$ cat src/rtl/tsf_pkg.sv
package tsf_pkg;
  localparam int TW = 16;
  localparam int NFLG = 5;
  // register offsets inside the 16-byte window
  localparam logic [3:0] OFS_CTRL  = 4'h2;
  localparam logic [3:0] OFS_STAT  = 4'h3;
  localparam logic [3:0] OFS_CAP1H = 4'h4;
  localparam logic [3:0] OFS_CAP1L = 4'h5;
  localparam logic [3:0] OFS_CMP1H = 4'h6;
  localparam logic [3:0] OFS_CMP1L = 4'h7;
  localparam logic [3:0] OFS_CNTH  = 4'h8;
  localparam logic [3:0] OFS_CNTL  = 4'h9;
  localparam logic [3:0] OFS_ALTH  = 4'hA;
  localparam logic [3:0] OFS_ALTL  = 4'hB;
  localparam logic [3:0] OFS_CAP2H = 4'hC;
  localparam logic [3:0] OFS_CAP2L = 4'hD;
  localparam logic [3:0] OFS_CMP2H = 4'hE;
  localparam logic [3:0] OFS_CMP2L = 4'hF;
  // flag vector index; the status byte is {flags, 3'b000}
  localparam int F_IC1 = 4;
  localparam int F_OC1 = 3;
  localparam int F_TOV = 2;
  localparam int F_IC2 = 1;
  localparam int F_OC2 = 0;
endpackage

$ cat src/rtl/tsf_counter.sv
module tsf_counter
  import tsf_pkg::*;
#(
  parameter logic [TW-1:0] RST_VAL = 16'hFFFC
) (
  input  logic          clk,
  input  logic          rst_n,
  output logic [TW-1:0] cnt,
  output logic          wrap
);
  always_ff @(posedge clk) begin
    if (!rst_n) cnt <= RST_VAL;
    else        cnt <= cnt + 1'b1;
  end

  assign wrap = &cnt;

  assert_count_step_R3: assert property (@(posedge clk) disable iff (!rst_n)
    1'b1 |=> cnt == $past(cnt) + 1'b1);
endmodule

$ cat src/rtl/tsf_capture.sv
module tsf_capture
  import tsf_pkg::*;
(
  input  logic          clk,
  input  logic          rst_n,
  input  logic          pin,
  input  logic          rising,
  input  logic [TW-1:0] cnt,
  output logic          evt,
  output logic [TW-1:0] cap
);
  logic prev_q;

  assign evt = (pin != prev_q) && (pin == rising);

  always_ff @(posedge clk) begin
    if (!rst_n) begin
      prev_q <= 1'b0;
      cap    <= '0;
    end else begin
      prev_q <= pin;
      if (evt) cap <= cnt;
    end
  end

  assert_cap_load_R5: assert property (@(posedge clk) disable iff (!rst_n)
    evt |=> cap == $past(cnt));
endmodule

$ cat src/rtl/tsf_flags.sv
module tsf_flags #(
  parameter int N = 5
) (
  input  logic         clk,
  input  logic         rst_n,
  input  logic [N-1:0] evt,
  input  logic         stat_acc,
  input  logic [N-1:0] lo_rd,
  output logic [N-1:0] flag
);
  logic [N-1:0] arm_q, flag_d, arm_d;

  always_comb begin
    for (int i = 0; i < N; i++) begin
      flag_d[i] = evt[i] | (flag[i] & ~(arm_q[i] & lo_rd[i]));
      arm_d[i]  = flag_d[i] & ((stat_acc & flag[i]) | (arm_q[i] & ~lo_rd[i]));
    end
  end

  always_ff @(posedge clk) begin
    if (!rst_n) begin
      flag  <= '0;
      arm_q <= '0;
    end else begin
      flag  <= flag_d;
      arm_q <= arm_d;
    end
  end

  for (genvar g = 0; g < N; g++) begin : g_chk
    assert_keep_unarmed_R6: assert property (@(posedge clk) disable iff (!rst_n)
      (flag[g] && !arm_q[g]) |=> flag[g]);
    assert_set_wins_R8: assert property (@(posedge clk) disable iff (!rst_n)
      evt[g] |=> flag[g]);
  end
endmodule

$ cat src/rtl/tsf_timer_status.sv
module tsf_timer_status
  import tsf_pkg::*;
#(
  parameter logic [7:0]    BASE      = 8'h10,
  parameter logic [TW-1:0] CNT_RESET = 16'hFFFC
) (
  input  logic       clk,
  input  logic       rst_n,
  input  logic [7:0] bus_addr,
  input  logic       bus_rd,
  input  logic       bus_wr,
  input  logic [7:0] bus_wdata,
  output logic [7:0] bus_rdata,
  input  logic [1:0] cap_pin,
  output logic       irq_capture,
  output logic       irq_compare,
  output logic       irq_overflow
);
  localparam int NCH = 2;
  localparam int NPAIR = 4;

  logic          sel;
  logic [3:0]    ofs;
  logic [TW-1:0] cnt;
  logic          wrap;
  logic [7:0]    ctrl_q;
  logic [TW-1:0] cmp_q [NCH];
  logic [TW-1:0] cap   [NCH];
  logic [NCH-1:0] cap_evt, cmp_hit;
  logic [NFLG-1:0] flags, evt, lo_rd;
  logic          stat_acc;
  logic [7:0]    lo_val [NPAIR];

  assign sel = bus_addr[7:4] == BASE[7:4];
  assign ofs = bus_addr[3:0];

  function automatic logic rd_at(input logic [3:0] o);
    return bus_rd && sel && (ofs == o);
  endfunction

  function automatic logic wr_at(input logic [3:0] o);
    return bus_wr && sel && (ofs == o);
  endfunction

  tsf_counter #(.RST_VAL(CNT_RESET)) u_cnt (
    .clk(clk), .rst_n(rst_n), .cnt(cnt), .wrap(wrap));

  for (genvar c = 0; c < NCH; c++) begin : g_ch
    localparam logic [3:0] HO = (c == 0) ? OFS_CMP1H : OFS_CMP2H;
    localparam logic [3:0] LO = (c == 0) ? OFS_CMP1L : OFS_CMP2L;
    tsf_capture u_cap (
      .clk(clk), .rst_n(rst_n), .pin(cap_pin[c]), .rising(ctrl_q[c]),
      .cnt(cnt), .evt(cap_evt[c]), .cap(cap[c]));
    always_ff @(posedge clk) begin
      if (!rst_n) cmp_q[c] <= '0;
      else begin
        if (wr_at(HO)) cmp_q[c][15:8] <= bus_wdata;
        if (wr_at(LO)) cmp_q[c][7:0]  <= bus_wdata;
      end
    end
    assign cmp_hit[c] = cmp_q[c] == cnt;
  end

  always_ff @(posedge clk) begin
    if (!rst_n) ctrl_q <= '0;
    else if (wr_at(OFS_CTRL)) ctrl_q <= bus_wdata;
  end

  // coherent high/low pairs: 0 capture 1, 1 counter, 2 alias, 3 capture 2
  for (genvar p = 0; p < NPAIR; p++) begin : g_pair
    localparam logic [3:0] HO = (p == 0) ? OFS_CAP1H : (p == 1) ? OFS_CNTH :
                                (p == 2) ? OFS_ALTH  : OFS_CAP2H;
    localparam logic [3:0] LO = HO + 4'd1;
    logic [TW-1:0] src;
    logic          held_q;
    logic [7:0]    buf_q;
    assign src = (p == 0) ? cap[0] : (p == 3) ? cap[1] : cnt;
    always_ff @(posedge clk) begin
      if (!rst_n) begin
        held_q <= 1'b0;
        buf_q  <= '0;
      end else if (rd_at(HO)) begin
        held_q <= 1'b1;
        buf_q  <= src[7:0];
      end else if (rd_at(LO)) begin
        held_q <= 1'b0;
      end
    end
    assign lo_val[p] = held_q ? buf_q : src[7:0];
  end

  assign stat_acc = sel && (ofs == OFS_STAT) && (bus_rd || bus_wr);

  always_comb begin
    evt = '0;
    evt[F_IC1] = cap_evt[0];
    evt[F_OC1] = cmp_hit[0];
    evt[F_TOV] = wrap;
    evt[F_IC2] = cap_evt[1];
    evt[F_OC2] = cmp_hit[1];
    lo_rd = '0;
    lo_rd[F_IC1] = rd_at(OFS_CAP1L);
    lo_rd[F_OC1] = rd_at(OFS_CMP1L);
    lo_rd[F_TOV] = rd_at(OFS_CNTL);
    lo_rd[F_IC2] = rd_at(OFS_CAP2L);
    lo_rd[F_OC2] = rd_at(OFS_CMP2L);
  end

  tsf_flags #(.N(NFLG)) u_flags (
    .clk(clk), .rst_n(rst_n), .evt(evt), .stat_acc(stat_acc),
    .lo_rd(lo_rd), .flag(flags));

  always_comb begin
    bus_rdata = '0;
    if (bus_rd && sel) begin
      case (ofs)
        OFS_CTRL:  bus_rdata = ctrl_q;
        OFS_STAT:  bus_rdata = {flags, 3'b000};
        OFS_CAP1H: bus_rdata = cap[0][15:8];
        OFS_CAP1L: bus_rdata = lo_val[0];
        OFS_CMP1H: bus_rdata = cmp_q[0][15:8];
        OFS_CMP1L: bus_rdata = cmp_q[0][7:0];
        OFS_CNTH:  bus_rdata = cnt[15:8];
        OFS_CNTL:  bus_rdata = lo_val[1];
        OFS_ALTH:  bus_rdata = cnt[15:8];
        OFS_ALTL:  bus_rdata = lo_val[2];
        OFS_CAP2H: bus_rdata = cap[1][15:8];
        OFS_CAP2L: bus_rdata = lo_val[3];
        OFS_CMP2H: bus_rdata = cmp_q[1][15:8];
        OFS_CMP2L: bus_rdata = cmp_q[1][7:0];
        default:   bus_rdata = '0;
      endcase
    end
  end

  assign irq_capture  = ctrl_q[7] & (flags[F_IC1] | flags[F_IC2]);
  assign irq_compare  = ctrl_q[6] & (flags[F_OC1] | flags[F_OC2]);
  assign irq_overflow = ctrl_q[5] & flags[F_TOV];

  assert_wrap_flag_R3: assert property (@(posedge clk) disable iff (!rst_n)
    (cnt == '1) |=> flags[F_TOV]);
  assert_alt_keeps_R9: assert property (@(posedge clk) disable iff (!rst_n)
    (rd_at(OFS_ALTL) && flags[F_TOV]) |=> flags[F_TOV]);
  assert_match_flag_R4: assert property (@(posedge clk) disable iff (!rst_n)
    (cmp_q[0] == cnt) |=> flags[F_OC1]);
endmodule

$ cat config.mk
export PLATFORM = sky130hd
export DESIGN_NAME = tsf_timer_status
export DESIGN_NICKNAME = d
export VERILOG_FILES = /design/src/rtl/tsf_pkg.sv /design/src/rtl/tsf_counter.sv /design/src/rtl/tsf_capture.sv /design/src/rtl/tsf_flags.sv /design/src/rtl/tsf_timer_status.sv
export SDC_FILE = /design/constraint.sdc
export NUM_CORES = 1
export LEC_CHECK = 0
export BUFFER_PORTS_ARGS = -buffer_cell sky130_fd_sc_hd__buf_2
export CAP_MARGIN = 20
export CORE_UTILIZATION = 59
export CTS_CLUSTER_SIZE = 14
export DETAILED_ROUTE_END_ITERATION = 8
export PLACE_DENSITY = 0.88
export SYNTH_ARGS = -nofsm -noshare
export SYNTH_HDL_FRONTEND = slang
export SYNTH_HIERARCHICAL = 1
export SYNTH_SLANG_ARGS = --single-unit
$ cat constraint.sdc
create_clock -name clk -period 3.2 [get_ports clk]
set_input_delay 0.8 -clock clk [delete_from_list [all_inputs] [get_ports clk]]
set_output_delay 0.8 -clock clk [all_outputs]
set_load 0.1 [all_outputs]
# == Yosys cells after proc, flatten, opt, wreduce, memory -nomap -nowiden ==
# Memories as Yosys holds them, arrays and structs flattened.
# Index checks and enable logic that the tools add are counted.
# totals
mem_bits_rw,32
input_bits,22
mem_count,1
wordCells,152
regBits,104
out_inout_bits,11
# mem_list
name,words,word_bits,rd,rd_clocked_by_memory_dff,wr,line,source
cmp_q,2,16,2,0,2,tsf_timer_status.sv:27,logic [TW-1:0] cmp_q [NCH];
# classes
eq_ne,21
muxes,31
n_addsub,1
reduce_logical,28
bitwise,54
# ops
op,count
one-hot mux 8 bit (13 select lines),1
2-to-1 mux 8 bit,9
equality test 16 bit,2
equality test 4 bit (second input constant),8
AND 1 bit,28
logical AND 1 bit,21
2-to-1 mux 1 bit,21
adder 16 x 1 -> 16 bit (second input constant),1
equality test 4 x 3 -> 1 bit (second input constant),4
bitwise OR 1 bit,16
AND reduction 16 bit,1
NOT 1 bit,10
equality test 4 x 2 -> 1 bit (second input constant),2
nonzero test 2 bit,4
equality test 4 x 1 -> 1 bit (second input constant),1
equality test 1 bit,2
!= test 1 bit,2
OR reduction 2 bit,1
logical OR 1 bit,1

# == Depth between registers and ports, before layout ==
# depth
word_depth,8
mapped_depth,7

# == Modules after synthesis ==
# Netlist, hierarchy kept.
# by_module_without_submodules
module,seq_area_each_um2,n_inst,area_per_inst_um2,cells_per_inst
tsf_timer_status,1841.8,1,4570.6,472
tsf_capture,340.3,2,694.4,75
tsf_counter,320.3,1,703.2,76
tsf_flags,200.2,1,424.2,51

# == Worst setup path after synthesis ==
# No wires, ideal clock.
# synth_path
kind,input to output
startpoint,in bus_addr[3]
endpoint,out bus_rdata[0]
n_path_buf,3
arrival_ps,3358
path_stages,6
setup_slack_ps,-958
required_time_ps,2400
path_cell_list,buf_2 buf_2 clkbuf_1 a31oi_1 o22a_1 a31oi_1
# synth_between
elab_chain_cells,4
word_cells_on_any_way,17
cone_classes,14 x eq/ne; 2 x mux; 1 x reduce/logical
# synth_lines
element,line,source
from (decl),tsf_timer_status.sv:9,"input logic [7:0] bus_addr,"
equality test 4 bit,tsf_timer_status.sv:116,case (ofs)
OR reduction 2 bit (no line),--,
one-hot mux 8 bit (13 select lines) (*),tsf_timer_status.sv:116,
2-to-1 mux 8 bit (*),tsf_timer_status.sv:115,if (bus_rd && sel) begin
to (decl),tsf_timer_status.sv:13,"output logic [7:0] bus_rdata,"
# Mark *: on every way between the ends. The rest lies on a longest branch, timed or not.

# == Worst setup path after layout ==
# layout_path
startpoint,in bus_addr[2]
endpoint,out bus_rdata[2]
# Same word-level chain as after synthesis.

==> results.toml <==
[critical_path]
regToRegEndpoint = "u_flags/arm_q[0]"
worstSetupEndpointType = "primary output"
worstPathMaxFanout = 5
worst_setup_path_start_kind = "primary input"
crit_type = "primary input to primary output"
rr_worst_depth = 6
arrival_ns = 2.42
reg2reg_from = "u_cnt/cnt[6]"
required_ns = 2.40
r2r_slack_ns = 1.04

[clocking]
root_buffer = "clkbuf_16"
clock_latency_ns = 0.43
clkTransAtPathRegs_ns = 0.05
clock_path_buffers = 2
cts_buffers = 17
holdBufCountCts = 0
cts_tree = "built"
cts.sinks = 136
htree_levels = 4

[die]
io_pins = 33
start_util_pct = 61.3
dieHeight_um = 112
dieArea_sq_um = 12500
die_x_um = 112
core_area_sq_um = 11600
rows = 39

[logic_synthesis]
synth_top_area_share_pct = 29.4
syn_avg_cell_area_sq_um = 9.46
yosysWarningCount = 6
synth_top_flop_cell = "dfxtp_1"
async_flop_share_pct = 0
yosys.area.top_type = "dfxtp_1"
synth_edf_count = 32
ys_types = 69
netlist_area_sq_um = 7090
yosys-top-cells-area = "dfxtp_1 29%, mux2i_1 16%, edfxtp_1 14%, nand2_1 5.1%, xnor2_1 4.7%"
synth_nets = 772
synth_seq_area_share_pct = 42.9
synth-seq-cells = 136
synth_cells = 749

[place]
place_ws_ns = -0.271
hpwl_um = 16100
placedCellCount = 941
gp_congestion = 0.976
place.port_buffers = 32

[min_path]
whs_endpoint = "g_ch[0].u_cap/cap[14]"
hp-class = "register to register"
min-delay-start = "g_ch[0].u_cap/cap[14]"
hold_depth = 2

[global_route]
grt_use_total_pct = 37.6
grt_pass1_vias = 6159
grt_use_met1_pct = 44.8
grt_pass1_wl_um = 34600
met3_usage_pct = 8.76
grt_use_met2_pct = 61.7
grt_max_degree = 78
grt_overflow_total = 0
grt.busiest_layer = "met2"
antenna_found_initial = 0

[drt]
drtAntennaViolNets = 0
vias = 6252
vias_per_cell = 6.41
drc_errors = 0
wl_per_cell_um = 23.4
drtIter0Drc = 671
totalWireLength_um = 22800
drt_pass1_iterations = 5

[timing]
min_period_ns = 3.22
finClkSkew_ns = 0.00715
hold_viol_final = 0
slew_headroom_pct = 46.5
setup_violations = 1
rsz0062_at_grt = "yes"
max_freq_ghz = 0.310
worstMarginPinSlew_ns = 0.796
postLayoutSetupSlackWorst_ns = -0.0231
tns_ns = -0.0231
drv_slew = 0
final.period_utilization_pct = 101

[outcome]
outcome = "finished, violations left"
violations = "negative setup slack"

[power_and_ir_drop]
ir_worst_vdd_uv = 481
power.density_nw_per_um2 = 507
leakage_nw = 3.70

[finish]
regArea_sq_um = 3040
drive_gt1_share_pct = 20.1
final_cell_mix = "112 x mux2i_1, 104 x dfxtp_1, 97 x nand2_1"
area_growth_syn_to_layout_pct = 22.1
layout_commonest_cell = "mux2i_1"
multiInputGateArea_sq_um = 3900
fin_cells = 975
fill_cells = 819
antenna_cells = 0
fin_nets = 842
fin_util_pct = 74.8

[flow_run]
maxCapViolations = 0
-- where the power goes --
| group | internal [mW] | switching, mW | total [mW] |
|---|---|---|---|
| sequential | 1.82 | 0.0616 | 1.88 |
| combinational | 0.211 | 0.312 | 0.523 |
| clock | 1.25 | 0.737 | 1.99 |
-- worst max path at each step --
stage | cells after the start | slack (ns) | from | end
floorplan | 3 | -0.31 | bus_addr[5] | bus_rdata[1]
global placement | 8 | -0.26 | bus_addr[2] | bus_rdata[6]
detailed placement | 8 | -0.27 | bus_addr[2] | bus_rdata[6]
CTS | 7 | 0.002 | bus_addr[0] | bus_rdata[0]
global route | 7 | -0.03 | bus_addr[2] | bus_rdata[3]
finish | 7 | -0.02 | bus_addr[2] | bus_rdata[2]
-- cell families after synthesis --
logic type | after synthesis | synth area share (%)
AND/OR/NAND/NOR | 285 | 21.0
flip-flops | 136 | 42.9
multiplexers | 114 | 16.1
AO/OA/AOI/OAI | 107 | 10.6
buffers and inverters | 66 | 4.31
XOR/XNOR | 40 | 4.94
adder cells (fa/ha/maj) | 1 | 0.177
-- layout make-up --
type / instances / area share (%)
Sequential cell: 136 / 35.2
Clock inverter: 7 / 1.06
Clock buffer: 25 / 5.84
Timing Repair Buffer: 101 / 10.0
Inverter: 16 / 0.694
Tap cell: 143 / 2.07
Multi-Input combinational cell: 547 / 45.1
-- repair_timing --
item	4_1_cts	5_1_grt
setup endpoints to repair	7	8
gates resized for setup	4	18
gates cloned	0	2
pin swaps	2	4
setup buffers	0	0
-- sequential cells by signal, summed over array words and instances, names as in the netlist --
signal / flops
cmp_q: 32
g_ch.u_cap/cap: 32
g_pair.buf_q: 32
u_cnt/cnt: 16
ctrl_q: 8
u_flags/arm_q: 5
u_flags/flag: 5
g_pair.held_q: 4
g_ch.u_cap/prev_q: 2
-- synth_stat cells, drive strengths merged, types with 4 or more instances --
library cell,n
nand4,18
and3,5
mux2i,113
dfxtp,104
nand2,97
o2111ai,8
a31oi,13
nor2,61
nand4b,4
clkbuf,31
nor3,10
inv,16
edfxtp,32
nor2b,11
nand3,11
o22ai,10
buf,19
a22o,5
o32ai,4
and2,38
a21oi,19
o21ai,18
nor4,6
xnor2,38
-- per-layer routing --
| layer | share of wire, % | routed length [um] | vias up |
|---|---|---|---|
| met4 | 4.9 | 1110 | 0 |
| li1 | - | - | 2813 |
| met1 | 39 | 8920 | 3032 |
| met3 | 7.5 | 1710 | 74 |
| met2 | 48 | 11000 | 333 |
| met5 | 0 | 0 | - |
-- worst max-delay path, stage by stage --
cell and delay, ns:
buf_4 0.15, or4bb_4 0.55, buf_4 0.18, o22ai_1 0.19
nor4_1 0.10, a31oi_2 0.24, buf_12 0.21
-- stage by stage --
step	total power, mW	instance area (sq um)	hold slack (ns)
finish	4.39	8650	0.453
global route	4.52	8650	0.473
CTS	4.36	8510	0.458
detailed placement	2.40	7900	0.450
global placement	2.38	7900	0.442
floorplan	2.20	7150	0.433
Power figures use the tool's default switching activity.
